<file path="config.mk">
export PLATFORM = sky130hd
export DESIGN_NAME = pswallow_fbdiv
export DESIGN_NICKNAME = d
export VERILOG_FILES = /design/src/rtl/pswallow_fbdiv.sv
export SDC_FILE = /design/constraint.sdc
export NUM_CORES = 1
export LEC_CHECK = 0
export CORE_ASPECT_RATIO = 1.1
export CORE_MARGIN = 2
export CORE_UTILIZATION = 60
export DETAILED_ROUTE_END_ITERATION = 10
export GPL_TIMING_DRIVEN = 0
export PLACE_DENSITY = 0.8
export SYNTH_ARGS = -nofsm -noshare
export SYNTH_HDL_FRONTEND = slang
export SYNTH_SLANG_ARGS = --single-unit
</file>
<file path="constraint.sdc">
create_clock -name clk_in -period 6.07 [get_ports clk_in]
set_input_delay 1.821 -clock clk_in [delete_from_list [all_inputs] [get_ports clk_in]]
set_output_delay 1.821 -clock clk_in [all_outputs]
set_load 0.05 [all_outputs]
</file>
<file path="src/rtl/pswallow_fbdiv.sv">
module pswallow_fbdiv #(
  parameter int A_W = 3,
  parameter int M_W = 8
) (
  input  logic                 clk_in,
  input  logic                 rst_n,
  input  logic [A_W+M_W-1:0]   div_word,
  output logic                 fb_pulse,
  output logic                 cfg_bad
);

  localparam int W   = A_W + M_W;
  localparam int P_W = A_W + 1;
  localparam logic [P_W-1:0] LAST_BASE = P_W'((2 ** A_W) - 1);
  localparam logic [P_W-1:0] LAST_ALT  = P_W'(2 ** A_W);

  logic [W-1:0]   cfg_q;
  logic           start_q;
  logic [P_W-1:0] pre_q;
  logic [M_W-1:0] m_q;

  logic [W-1:0]   cur;
  logic [A_W-1:0] cur_a;
  logic [M_W-1:0] cur_m;
  logic [M_W-1:0] cur_a_ext;
  logic           swallow;
  logic           per_end;
  logic           cyc_end;

  assign cur       = start_q ? div_word : cfg_q;
  assign cur_a     = cur[A_W-1:0];
  assign cur_m     = cur[W-1:A_W];
  assign cur_a_ext = M_W'(cur_a);
  assign cfg_bad   = (cur_m == '0) || (cur_a_ext >= cur_m);

  assign swallow = m_q < cur_a_ext;
  assign per_end = pre_q == (swallow ? LAST_ALT : LAST_BASE);
  assign cyc_end = per_end && (m_q == cur_m - M_W'(1));

  always_ff @(posedge clk_in or negedge rst_n) begin
    if (!rst_n) begin
      cfg_q    <= '0;
      start_q  <= 1'b1;
      pre_q    <= '0;
      m_q      <= '0;
      fb_pulse <= 1'b0;
    end else if (cfg_bad) begin
      start_q  <= 1'b1;
      pre_q    <= '0;
      m_q      <= '0;
      fb_pulse <= 1'b0;
    end else begin
      if (start_q) cfg_q <= div_word;
      start_q  <= cyc_end;
      fb_pulse <= cyc_end;
      if (per_end) begin
        pre_q <= '0;
        m_q   <= cyc_end ? '0 : m_q + M_W'(1);
      end else begin
        pre_q <= pre_q + P_W'(1);
      end
    end
  end

  // a pulse never lasts two clocks
  a_r3_single_pulse: assert property (@(posedge clk_in) disable iff (!rst_n)
    fb_pulse |=> !fb_pulse);

  // an unusable word keeps the output quiet
  a_r8_bad_quiet: assert property (@(posedge clk_in) disable iff (!rst_n)
    cfg_bad |=> !fb_pulse);

  // the captured setting holds for the whole cycle
  a_r7_cfg_hold: assert property (@(posedge clk_in) disable iff (!rst_n)
    !start_q |=> $stable(cfg_q));

  // a cycle restarts the counters when it pulses
  a_r4_restart: assert property (@(posedge clk_in) disable iff (!rst_n)
    fb_pulse |-> (pre_q == '0 && m_q == '0));

  // the prescaler count never runs past the longer modulus
  a_r4_pre_bound: assert property (@(posedge clk_in) disable iff (!rst_n)
    pre_q <= LAST_ALT);

endmodule

</file>
==> summary.txt <==
Outcome
  • Status: complete, no violations

Layout
  • Layout fillers: around 210
  • Design area: 0.00191 mm^2
  • Flip-flop and latch area: approximately 630 um^2
  • P&R area growth vs syn: 13.1%
  • Share of layout cells above drive strength 1: 13.3%
  • Area of the multi-input gates: between 0.001 and 0.0015 mm^2
  • Ant diodes: 0
  • Post-layout nets: 204

Power
  • Sequential share of power: between 30% and 40%
  • Part of the power in combinational logic: 58.4%
  • Clock share of power: under 10%
  • Peak VDD IR: 0.000331 V
  • Sw Share: 45.5%
  • Sw Pwr: ~0.40 mW
  • Power per Cell Area: between 400 and 500 mW/mm^2
  • Leakage power: 0.810 nW
  • Internal power: 0.475 mW
  • Final Total Pwr: 0.872 mW

Floorplan
  • Die width: 54.6 um
  • Die Footprint: 0.00326 mm^2
  • Initial Util: about three fifths
  • Row Count: 20
  • I/O pin count: 15
  • Core box area: between 0.002 and 0.003 mm^2
  • Die H: roughly 60 um

Timing
  • Skew final: 0.00522 ns
  • Final hold vios: 0
  • RSZ-0062 raised after global routing: false
  • Final period utilization: 97.9%
  • Max Clock Freq: 168 MHz
  • Final Setup Violations: 0
  • Worst-margin pin slew: between 1 and 1.5 ns
  • Relative slew slack: approximately a quarter
  • Hold Slack: 0.499 ns
  • Min cycle time layout: 5.94 ns
  • Max Slew Vio Count: 0

Global route
  • Vias in the first global route: 1,274
  • GRT Total Usage: 24.0%
  • Gr ovfl total: 0
  • Largest net degree at the start of global routing: 26
  • Initial antenna violation count: 0
  • Global-route wire length before repair: 5.73 mm

Clock network
  • Hold_buf cts: 0
  • Post-CTS setup buffers: 0
  • Cells resized by post-CTS repair: 6
  • Clock Path Buffers: 2
  • TritonCTS clock tree: yes
  • H-tree depth: 1
  • Clock Pin Slew Worst Setup and Hold Paths: 0.15 ns
  • Latest clock arrival within the worst-skew pair: 0.33 ns
  • Clk sinks: 25
  • TritonCTS Buffers: 3
  • CTS Root Cell: clkbuf_4

Setup path
  • Flop2flop setup slack: 2.84 ns
  • Maximum fanout along the worst path: 10
  • Worst-path cell chain: clkdlybuf4s50_1 > mux2i_4 > inv_1 > ha_1 > nand2b_1 > a21o_1 > a221o_1 > nand2_1 > buf_4 > inv_1 > buf_2
  • Worst r2r src: start_q$_DFF_PN1_
  • Crit Path Category: in2out
  • Bufs and invs on worst path: 5
  • CP Launch Type: input port
  • Worst path most repeated cell: inv_1
  • CP max-delay cell: clkdlybuf4s50_1
  • FF-to-FF path depth: 12
  • Crit-path max cell delay: 0.46 ns
  • CP arrival: 4.12 ns
  • Reg-to-reg endpoint: m_q[4]$_DFFE_PN0P_
  • Family with the most delay on the worst path: buffers and inverters
  • WP data required: 4.25 ns
  • CP Capture Type: primary output

Placed design
  • Placed Instance Area: 0.00187 mm^2
  • Detailed-placement wirelength estimate: 2.69 mm
  • PortBufs: 14
  • GPL Wtd Cong: 0.813

Detailed routing
  • Final WL: 3.50 mm
  • Drt wl/cell: 16.3 um
  • DRT iter0 DRCs: 33
  • DR vias: 1,311
  • ANT nets after route: 0
  • Vias per inst: 6.13
  • Detailed Routing Iterations Pass 1: 4
  • Post-route DRC: 0

Synthesis
  • Post-Syn Area: between 0.0015 and 0.002 mm^2
  • Distinct cells, synth: 50
  • Synth top area share: 35.6%
  • Synth Flop Type: dfrtp_1
  • Most frequent cell after synthesis: dfrtp_1
  • Ys Warns: 0
  • Cell count after synthesis: 163
  • Syn Area/Cell: 10.4 um^2
  • EDFF count, synth: 0
  • Register area share after synthesis: 37.1%
  • Asr flop ratio synth: 100%
  • Dominant cell type by area after synthesis: dfrtp_1
  • Top cells by area, synth: dfrtp_1 36%, ha_1 6.7%, xnor2_1 5.2%
  • Top cells by count, synth: 24 x dfrtp_1, 18 x nor2_1, 10 x xnor2_1, 9 x ha_1, 9 x nand2_1
  • Net count after synthesis: 185
  • Register bit total from synthesis: 25

Min path
  • Hold_sp: pre_q[0]$_DFF_PN0_
  • Worst hold path endpoint: pre_q[0]$_DFF_PN0_
  • Hold Crit Depth: 1
  • Worst hold-check path type: reg2reg

Job
  • Max Cap Viol: 0
==> power by group through the flow <==
stage	sequential (mW)	combinational, mW	clock [mW]
5_1_grt	0.291	0.560	0.0877
6_report	0.283	0.509	0.0795
2_1_floorplan	0.270	0.408	0
4_1_cts	0.284	0.509	0.0824
3_5_place_dp	0.286	0.502	0
3_3_place_gp	0.280	0.479	0
==> logic make-up (layout without fill, tap and decap cells) <==
group	count (synthesis)	in the layout	synth area share (%)
buffers and inverters	11	29	3.70
DFF	25	25	37.1
AOI/OAI and AO/OA	35	35	18.4
adders and majority gates	9	9	6.67
muxes	11	11	6.96
xor gates and xnor gates	18	18	9.33
and+or+nand+nor	54	54	17.9
==> per-layer routing <==
layer	up-vias	global-route usage (%)	part of all wire, %
met4	0	7.50	1.1
met2	27	40.5	49
li1	632	-	-
met3	4	2.25	2.6
met1	648	31.9	47
met5	-	0	0
==> stage by stage <==
stage / setup WS (ns) / TNS [ns] / utilization, % / instances
3_5_place_dp: -0.612 / -0.612 / 68.6 / 210
5_1_grt: 0.00509 / 0 / 70.0 / 214
6_report: 0.129 / 0 / 70.0 / 214
4_1_cts: 0.0131 / 0 / 70.3 / 214
2_1_floorplan: 0.655 / 0 / - / 163
3_3_place_gp: -0.579 / -0.579 / 68.6 / 210
==> sequential cells by signal, summed over array words and instances (netlist names) <==
name	count
pre_q	4
m_q	8
start_q	1
fb_pulse	1
cfg_q	11
==> worst max path at each step <==
| stage | cells past startpoint | from | slack, ns | to |
|---|---|---|---|---|
| after floorplan | 9 | div_word[3] | 0.65 | cfg_bad |
| after CTS | 11 | div_word[3] | 0.01 | cfg_bad |
| after global routing | 11 | div_word[3] | 0.005 | cfg_bad |
| after detailed placement | 11 | div_word[3] | -0.61 | cfg_bad |
| after global placement | 11 | div_word[3] | -0.58 | cfg_bad |
| final | 11 | div_word[3] | 0.13 | cfg_bad |
==> final cells by class <==
| type | count | share of cell area (%) |
|---|---|---|
| buffer | 6 | 2.42 |
| inverter | 5 | 0.982 |
| clock buffer | 3 | 1.18 |
| sequential | 25 | 32.8 |
| timing repair buffer | 14 | 7.07 |
| tap | 33 | 2.16 |
| multi-input combinational | 127 | 53.0 |
| clock inverter | 1 | 0.393 |
==> cells in the final DEF, fill, tap and decap left out, types with 3 or more instances in the layout <==
cell type        Yosys  layout
a21oi_1              6       6
a22o_1               4       4
and2_1               3       3
clkbuf_4             0       3
clkdlybuf4s50_1      0      13
dfrtp_1             24      24
ha_1                 9       9
inv_1                5       5
mux2i_1              8       7
nand2_1              9       9
nand3_1              5       5
nor2_1              18      18
nor3_1               4       4
o2111ai_1            3       3
o21a_1               3       3
xnor2_1             10      10
xor2_1               8       8
==> worst register-to-register path: cells and delay by family, from the launching register on <==
family	cells	cell delay (ns)
flops	1	0.55
fa+ha+maj	1	0.23
simple gates	3	0.60
compound gates	3	0.80
buf+inv	4	0.57
mux	1	0.37
(Power assumes the default switching activity.)
